<file path="src/rtl/hirq_pkg.sv">
package hirq_pkg;
  typedef enum logic [2:0] {
    RA_NSTAT = 3'd0,
    RA_ESTAT = 3'd1,
    RA_NSEN  = 3'd2,
    RA_ESEN  = 3'd3,
    RA_NSIG  = 3'd4,
    RA_ESIG  = 3'd5
  } hirq_addr_e;
endpackage

</file>
<file path="src/rtl/hirq_rst_sync.sv">
module hirq_rst_sync #(
  parameter int STAGES = 2
) (
  input  logic clk,
  input  logic rst_n_i,
  output logic rst_n_o
);
  logic [STAGES-1:0] sync_q;
  logic [STAGES-1:0] sync_n;

  always_comb begin
    sync_n = {sync_q[STAGES-2:0], 1'b1};
  end

  always_ff @(posedge clk or negedge rst_n_i) begin
    if (!rst_n_i) sync_q <= '0;
    else          sync_q <= sync_n;
  end

  assign rst_n_o = sync_q[STAGES-1];
endmodule

</file>
<file path="src/rtl/hirq_w1c_bank.sv">
module hirq_w1c_bank #(
  parameter int W = 8
) (
  input  logic         clk,
  input  logic         rst_n,
  input  logic [W-1:0] set_i,
  input  logic [W-1:0] en_i,
  input  logic         clr_wr_i,
  input  logic [W-1:0] clr_mask_i,
  output logic [W-1:0] q_o
);
  logic [W-1:0] q_q;
  logic [W-1:0] q_n;
  logic [W-1:0] hit;
  logic [W-1:0] clr;

  always_comb begin
    hit = set_i & en_i;
    clr = clr_wr_i ? clr_mask_i : '0;
    q_n = (q_q & ~clr) | hit;
  end

  always_ff @(posedge clk or negedge rst_n) begin
    if (!rst_n) q_q <= '0;
    else        q_q <= q_n;
  end

  assign q_o = q_q;

  logic past_ok;
  always_ff @(posedge clk or negedge rst_n) begin
    if (!rst_n) past_ok <= 1'b0;
    else        past_ok <= 1'b1;
  end

  AST_SET_WINS: assert property (@(posedge clk) disable iff (!rst_n)
    (|(set_i & en_i)) |=> ((q_o & $past(set_i & en_i)) == $past(set_i & en_i)));

  AST_NO_SPURIOUS_SET: assert property (@(posedge clk) disable iff (!rst_n)
    past_ok |-> ((q_o & ~$past(q_o) & ~$past(set_i & en_i)) == '0));

  AST_ACK_EMPTIES: assert property (@(posedge clk) disable iff (!rst_n)
    clr_wr_i |=> ((q_o & $past(clr_mask_i & ~(set_i & en_i))) == '0));
endmodule

</file>
<file path="src/rtl/hirq_line.sv">
module hirq_line #(
  parameter int NW = 9,
  parameter int EW = 12
) (
  input  logic          clk,
  input  logic          rst_n,
  input  logic [NW-1:0] nsrc_i,
  input  logic [NW-1:0] nsig_i,
  input  logic [EW-1:0] esrc_i,
  input  logic [EW-1:0] esig_i,
  output logic          irq_o
);
  logic want;
  logic irq_q;
  logic irq_n;

  always_comb begin
    want  = (|(nsrc_i & nsig_i)) | (|(esrc_i & esig_i));
    irq_n = want;
  end

  always_ff @(posedge clk or negedge rst_n) begin
    if (!rst_n) irq_q <= 1'b0;
    else        irq_q <= irq_n;
  end

  assign irq_o = irq_q;

  AST_IRQ_RISE: assert property (@(posedge clk) disable iff (!rst_n)
    ((|(nsrc_i & nsig_i)) || (|(esrc_i & esig_i))) |=> irq_o);

  AST_IRQ_QUIET: assert property (@(posedge clk) disable iff (!rst_n)
    (((nsrc_i & nsig_i) == '0) && ((esrc_i & esig_i) == '0)) |=> !irq_o);
endmodule

</file>
<file path="src/rtl/host_irq_ctrl.sv">
module host_irq_ctrl
  import hirq_pkg::*;
#(
  parameter int NUM_EDGE = 8,
  parameter int ERR_W    = 12,
  parameter int DATA_W   = 16
) (
  input  logic                clk,
  input  logic                rst_n,
  input  logic [2:0]          reg_addr,
  input  logic                reg_wr,
  input  logic [DATA_W-1:0]   reg_wdata,
  output logic [DATA_W-1:0]   reg_rdata,
  input  logic [NUM_EDGE-1:0] evt_pulse,
  input  logic [ERR_W-1:0]    err_pulse,
  input  logic                card_irq_lvl,
  output logic                irq
);
  localparam int CARD_BIT = NUM_EDGE;
  localparam int NEN_W    = NUM_EDGE + 1;
  localparam int SUM_BIT  = DATA_W - 1;

  logic rst_core_n;

  hirq_rst_sync #(.STAGES(2)) u_rst (
    .clk     (clk),
    .rst_n_i (rst_n),
    .rst_n_o (rst_core_n)
  );

  // register write decode
  logic wr_nstat, wr_estat, wr_nsen, wr_esen, wr_nsig, wr_esig;
  always_comb begin
    wr_nstat = 1'b0;
    wr_estat = 1'b0;
    wr_nsen  = 1'b0;
    wr_esen  = 1'b0;
    wr_nsig  = 1'b0;
    wr_esig  = 1'b0;
    if (reg_wr) begin
      case (reg_addr)
        RA_NSTAT: wr_nstat = 1'b1;
        RA_ESTAT: wr_estat = 1'b1;
        RA_NSEN:  wr_nsen  = 1'b1;
        RA_ESEN:  wr_esen  = 1'b1;
        RA_NSIG:  wr_nsig  = 1'b1;
        RA_ESIG:  wr_esig  = 1'b1;
        default:  ;
      endcase
    end
  end

  // enable masks
  logic [NEN_W-1:0] nsen_q, nsen_n, nsig_q, nsig_n;
  logic [ERR_W-1:0] esen_q, esen_n, esig_q, esig_n;

  always_comb begin
    nsen_n = wr_nsen ? reg_wdata[NEN_W-1:0] : nsen_q;
    nsig_n = wr_nsig ? reg_wdata[NEN_W-1:0] : nsig_q;
    esen_n = wr_esen ? reg_wdata[ERR_W-1:0] : esen_q;
    esig_n = wr_esig ? reg_wdata[ERR_W-1:0] : esig_q;
  end

  always_ff @(posedge clk or negedge rst_core_n) begin
    if (!rst_core_n) begin
      nsen_q <= '0;
      nsig_q <= '0;
      esen_q <= '0;
      esig_q <= '0;
    end else begin
      if (wr_nsen) nsen_q <= nsen_n;
      if (wr_nsig) nsig_q <= nsig_n;
      if (wr_esen) esen_q <= esen_n;
      if (wr_esig) esig_q <= esig_n;
    end
  end

  // status banks
  logic [NUM_EDGE-1:0] nstat_q;
  logic [ERR_W-1:0]    estat_q;

  hirq_w1c_bank #(.W(NUM_EDGE)) u_nbank (
    .clk        (clk),
    .rst_n      (rst_core_n),
    .set_i      (evt_pulse),
    .en_i       (nsen_q[NUM_EDGE-1:0]),
    .clr_wr_i   (wr_nstat),
    .clr_mask_i (reg_wdata[NUM_EDGE-1:0]),
    .q_o        (nstat_q)
  );

  hirq_w1c_bank #(.W(ERR_W)) u_ebank (
    .clk        (clk),
    .rst_n      (rst_core_n),
    .set_i      (err_pulse),
    .en_i       (esen_q),
    .clr_wr_i   (wr_estat),
    .clr_mask_i (reg_wdata[ERR_W-1:0]),
    .q_o        (estat_q)
  );

  // normal status view: stored edges, live card level, error summary
  logic             card_bit;
  logic             err_sum;
  logic [DATA_W-1:0] nstat_view;

  always_comb begin
    card_bit   = card_irq_lvl & nsen_q[CARD_BIT];
    err_sum    = |estat_q;
    nstat_view = '0;
    nstat_view[NUM_EDGE-1:0] = nstat_q;
    nstat_view[CARD_BIT]     = card_bit;
    nstat_view[SUM_BIT]      = err_sum;
  end

  hirq_line #(.NW(NEN_W), .EW(ERR_W)) u_line (
    .clk    (clk),
    .rst_n  (rst_core_n),
    .nsrc_i (nstat_view[NEN_W-1:0]),
    .nsig_i (nsig_q),
    .esrc_i (estat_q),
    .esig_i (esig_q),
    .irq_o  (irq)
  );

  // read mux
  always_comb begin
    case (reg_addr)
      RA_NSTAT: reg_rdata = nstat_view;
      RA_ESTAT: reg_rdata = DATA_W'(estat_q);
      RA_NSEN:  reg_rdata = DATA_W'(nsen_q);
      RA_ESEN:  reg_rdata = DATA_W'(esen_q);
      RA_NSIG:  reg_rdata = DATA_W'(nsig_q);
      RA_ESIG:  reg_rdata = DATA_W'(esig_q);
      default:  reg_rdata = '0;
    endcase
  end

  logic unused_wdata;
  assign unused_wdata = ^reg_wdata[DATA_W-1:ERR_W];

  AST_SUMMARY_RELEASE: assert property (@(posedge clk) disable iff (!rst_core_n)
    (wr_estat && ((estat_q & ~reg_wdata[ERR_W-1:0]) == '0) && ((err_pulse & esen_q) == '0))
      |=> !nstat_view[SUM_BIT]);

  AST_MASK_HOLDS: assert property (@(posedge clk) disable iff (!rst_core_n)
    !(wr_nsen || wr_nsig || wr_esen || wr_esig) |=> $stable({nsen_q, nsig_q, esen_q, esig_q}));
endmodule

</file>
<file path="config.mk">
export PLATFORM = sky130hd
export DESIGN_NAME = host_irq_ctrl
export DESIGN_NICKNAME = d
export VERILOG_FILES = /design/src/rtl/hirq_pkg.sv /design/src/rtl/hirq_rst_sync.sv /design/src/rtl/hirq_w1c_bank.sv /design/src/rtl/hirq_line.sv /design/src/rtl/host_irq_ctrl.sv
export SDC_FILE = /design/constraint.sdc
export NUM_CORES = 1
export LEC_CHECK = 0
export BUFFER_PORTS_ARGS = -buffer_cell sky130_fd_sc_hd__buf_2
export CAP_MARGIN = 30
export CORE_MARGIN = 2
export CORE_UTILIZATION = 62
export CTS_BUF_LIST = sky130_fd_sc_hd__clkbuf_8
export DETAILED_ROUTE_END_ITERATION = 16
export PLACE_DENSITY = 0.95
export REMOVE_ABC_BUFFERS = 1
export SYNTH_ARGS = -nofsm -noshare
export SYNTH_HDL_FRONTEND = slang
export SYNTH_HIERARCHICAL = 1
export SYNTH_SLANG_ARGS = --single-unit
</file>
<file path="constraint.sdc">
create_clock -name clk -period 3.6 [get_ports clk]
set_input_delay 0.36 -clock clk [delete_from_list [all_inputs] [get_ports clk]]
set_output_delay 0.36 -clock clk [all_outputs]
set_load 0.05 [all_outputs]
</file>
# Word level (Yosys, flattened, before mapping)
# Index checks and enable logic that the tools add are counted.
op_classes:
  shift: 0
  n_mux: 15
  n_bitwise: 12
  n_lt_le_gt_ge: 0
  n_eq_ne: 5
  n_div: 0
  reduce_logical: 4
  n_addsub: 0
  multipliers: 0
op_table:
  columns: ["op", "count"]
  rows:
  - ["16-bit case mux with 6 select lines", 1]
  - ["12-bit bitwise AND", 3]
  - ["12-bit OR reduction", 2]
  - ["8-bit bitwise AND", 2]
  - ["1-bit 2-to-1 mux", 12]
  - ["12-bit 2-to-1 mux", 1]
  - ["12-bit inverter", 1]
  - ["12-bit bitwise OR", 1]
  - ["9-bit bitwise AND", 1]
  - ["9-bit OR reduction", 1]
  - ["8-bit 2-to-1 mux", 1]
  - ["8-bit inverter", 1]
  - ["8-bit bitwise OR", 1]
  - ["3-bit by 2-bit == test with 1-bit output, second input constant", 2]
  - ["3-bit == test, second input constant", 2]
  - ["3-bit by 1-bit == test with 1-bit output, second input constant", 1]
  - ["3-bit logical NOT", 1]
  - ["1-bit bitwise AND", 1]
  - ["1-bit bitwise OR", 1]
word_totals:
  mem_count: 0
  mem_bits_rw: 0
  reg_bits: 65
  latch_bits: 0
  inputBits: 43
  elab_cells: 44
  out_inout_bits: 17
  romBits: 0

# Depth between registers and ports, before layout
depth:
  ltp_word: 7
  depth_mapped: 6
  ltp_nobuf: 4

# By module
# Netlist, hierarchy kept.
modules_own_cells:
  columns: ["module", "instances", "seq_area_each_um2", "area_per_inst_um2", "cells_each"]
  rows:
  - ["host_irq_ctrl", 1, 1051.0, 2257.2, 187]
  - ["hirq_w1c_bank at u_ebank", 1, 300.3, 461.7, 37]
  - ["hirq_w1c_bank at u_nbank", 1, 200.2, 314.1, 25]
  - ["hirq_line", 1, 25.0, 125.1, 15]
  - ["hirq_rst_sync", 1, 50.0, 53.8, 3]

# Least setup slack after synthesis
# No wires, ideal clock.
synth_path:
  path_type: "input port to output port"
  startpoint: "in reg_addr[0]"
  endpoint: "out reg_rdata[1]"
  slack_ps: 1111
  path_buffers: 2
  path_stages: 5
  t_required_ps: 3240
  t_arrival_ps: 2129
  path_cell_list: "buf_2 > clkbuf_1 > nand3_1 > o21a_1 > o21ai_0"
synth_via:
  elab_chain_cells: 2
  elab_cells_between_ends: 7
  cone_classes: "eq/ne: 5; mux: 1; reduce/logical: 1"
synth_rtl:
  columns: ["element", "line_no", "text"]
  rows:
  - ["start: declaration", "host_irq_ctrl.sv:10", "input logic [2:0] reg_addr,"]
  - ["3-bit == test, or another cell as far along", "host_irq_ctrl.sv:128", "case (reg_addr)"]
  - ["16-bit case mux with 6 select lines *", "host_irq_ctrl.sv:128", null]
  - ["end: declaration", "host_irq_ctrl.sv:13", "output logic [DATA_W-1:0] reg_rdata,"]
# Mark *: on every way between the ends. The rest lies on a longest branch, timed or not.

# Final worst setup path
layout_path:
  startpoint: "in reg_addr[0]"
  endpoint: "out reg_rdata[4]"
# Same word-level chain as after synthesis.

==> results.cfg <==
[die]
die_w_um = 76.0
dieArea_um2 = 5770
row_count = 26
ioPinCount = 60
core-area_um2 = 5040
start_util = 0.637
die_h_um = 76.0

[worst_setup_path]
r2r_slack_ns = 2.09
critical-path-slowest-cell = buf_2
worstReg2RegEnd = u_line/irq_o
arrival_ns = 1.94
path_buf_inv = 2
crit_required_ns = 3.24
crit_path_max_incr_delay_ns = 0.63
cp-end-kind = primary output
reg2reg_from = u_ebank/q_o[3]
crit_family = buffers and inverters
crit_type = in -> out
crit_chain = buf_2 > mux2_2 > a21oi_1 > o21ai_0 > buf_2
setup.worst_path.start_class = input port
reg2reg_depth = 3
crit_top_cell = buf_2
crit_fanout = 39

[cts]
cts_resized = 0
cts_tree = done
htree_levels = 3
cts_hold_buf = 1
post-cts-setup-buffers = 0
clock_latency_ns = 0.34
clk_pin_slew_ns = 0.07
cts_sinks = 65
cts-root-buf = clkbuf_8
cts_buffers = 9
cts_buffer_depth = 2

[timing]
max-slew-margin-rel = 0.385
whs_ns = 0.242
setup-tns-final_ns = 0
drv_slew = 0
rsz0062_at_grt = no
period_minus_slack_ns = 2.30
layout_setup_ws_ns = 1.30
fin_crit_sh = 0.639
setup-violations-final = 0
finalHoldViolCount = 0
fmax_ghz = 0.435
clock_skew_ns = 0.00651
tightest_slew_ns = 0.915

[global_routing]
grt_use_met1 = 0.362
overflow = 0
grt_use_met3 = 0.0628
grt_max_degree = 40
grt_pass1_wl_mm = 12.2
antenna_found_initial = 0
met2_usage = 0.438
track_usage = 0.278
grt-busiest-layer = met2
grt_pass1_vias = 2434

[layout]
n_antenna_cell = 0
drive_above_1_share = 0.369
syn_to_final_growth_pct = 15.5
fin_nets = 363
multi_input_area_um2 = 1480
register_area_um2 = 1630
fill_cells = 337
finish.utilization = 0.736
final_area_um2 = 3710
fin_cells = 395

[pwr]
ir_drop_mv = 0.358
total_power_mw = 2.06
p_per_area_nw_per_um2 = 556
power.leakage_nw = 1.69

[flow_run]
maxCapViolCount = 0

[route]
drt_iter0_markers = 244
drtAntennaViolNets = 0
vias_per_cell = 6.16
via_count = 2434
drc = 0
routedWlPerCell_um = 19.5
drtPass1Iterations = 4
routed_wl_mm = 7.71

[synth]
yosys.cell_types.count = 37
synthArstFlopShare = 1.00
postSynthAreaPerCell_um2 = 12.0
ys.warnings.count = 6
synthCells = 267
ys_seq_area_frac = 0.506
synth_seq_cells = 65
syn_area_um2 = 3210
synth_ff_type = dfrtp_1
synth_edf_count = 0

[placement]
place.gp.congestion = 0.827
dp_hpwl_mm = 5.12
place_area_um2 = 3490
pre_cts_ws_ns = 1.25
dp_cells = 378
io_buffer_count = 52

[hold_path]
min_to = u_nbank/q_o[7]
hold_path.class = in -> reg
min-delay-start = evt_pulse[7]
holdPathStages = 2

[run_status]
status = finished clean
layout make-up:
cell class | instances | share of cell area
Tap cell | 70 | 0.0236
Timing Repair Buffer | 58 | 0.0829
Clock buffer | 12 | 0.0445
Sequential cell | 65 | 0.439
Clock inverter | 4 | 0.0115
Multi-Input combinational cell | 186 | 0.399
worst max path at each step:
stage | from | end | slack, ns | depth (start not counted)
2_1_floorplan | reg_addr[2] | reg_rdata[10] | 1.40 | 3
3_3_place_gp | reg_addr[2] | nsen_q[8] | 1.22 | 5
3_5_place_dp | reg_addr[2] | nsen_q[4] | 1.25 | 5
4_1_cts | reg_addr[0] | reg_rdata[4] | 1.32 | 5
5_1_grt | reg_addr[0] | reg_rdata[4] | 1.18 | 5
6_report | reg_addr[0] | reg_rdata[4] | 1.30 | 5
worst reg2reg max path, stage by stage, from the launching register on:
cell and delay [ns]:
dfrtp_1 0.43, a222oi_1 0.35, nand3_1 0.17, or3_1 0.42
routing by layer:
layer / share of wire / up-vias / wire length [um]
met4: 0.027 / 0 / 208
met5: 0 / - / 0
met1: 0.42 / 1226 / 3260
met2: 0.49 / 94 / 3770
li1: - / 1096 / -
met3: 0.061 / 18 / 474
cells in the mapped netlist, types with 4 or more instances:
| master | count | area [um^2] |
|---|---|---|
| a21oi_1 | 5 | 25.0 |
| mux2i_1 | 21 | 210 |
| mux2_2 | 42 | 473 |
| nand3_1 | 5 | 25.0 |
| dfrtp_1 | 65 | 1630 |
| o21a_1 | 6 | 45.0 |
| a211o_1 | 4 | 35.0 |
| o21ai_0 | 7 | 35.0 |
| a22o_1 | 20 | 175 |
| a22oi_1 | 9 | 67.6 |
| nand2_1 | 26 | 97.6 |
| buf_2 | 9 | 45.0 |
sequential cells by signal, summed over array words and instances (netlist names):
register and flops:
u_nbank/q_o 8, esen_q 12, nsen_q 9, u_line/irq_o 1, u_rst/sync_q 2, u_ebank/q_o 12
nsig_q 9, esig_q 12
cell usage in the layout (no fill, tap or decap), types with 2 or more instances in the layout:
cell and n:
a22oi_1 9, conb_1 4, mux2_2 42, buf_4 5, o21ai_0 7, nand3_1 5
nand2_1 26, a211o_1 4, nor4_1 3, mux2i_1 21, nand3b_1 3, o21a_1 6
o32a_1 2, buf_2 52, or3_1 2, nor3b_1 2, or2_2 3, nand2_2 2
a21oi_1 5, inv_1 2, dfrtp_1 64, o221ai_1 3, a22o_1 20, nand2b_1 3
clkbuf_8 12, a21boi_0 3
power by group:
group | internal [mW] | switching, mW | total [mW]
Clock | 0.371 | 0.267 | 0.638
Combinational | 0.204 | 0.233 | 0.436
Sequential | 0.865 | 0.124 | 0.989
kinds of logic (layout without fill, tap and decap cells):
family                 after synthesis  count (layout)  share of synthesized area
flip-flops                          65              65                      0.506
buffers and inverters               18              74                     0.0351
other                                2               4                    0.00234
multiplexers                        64              64                      0.216
AO/OA/AOI/OAI                       61              61                      0.146
AND/OR/NAND/NOR                     57              57                     0.0943
Power figures use the tool's default switching activity.
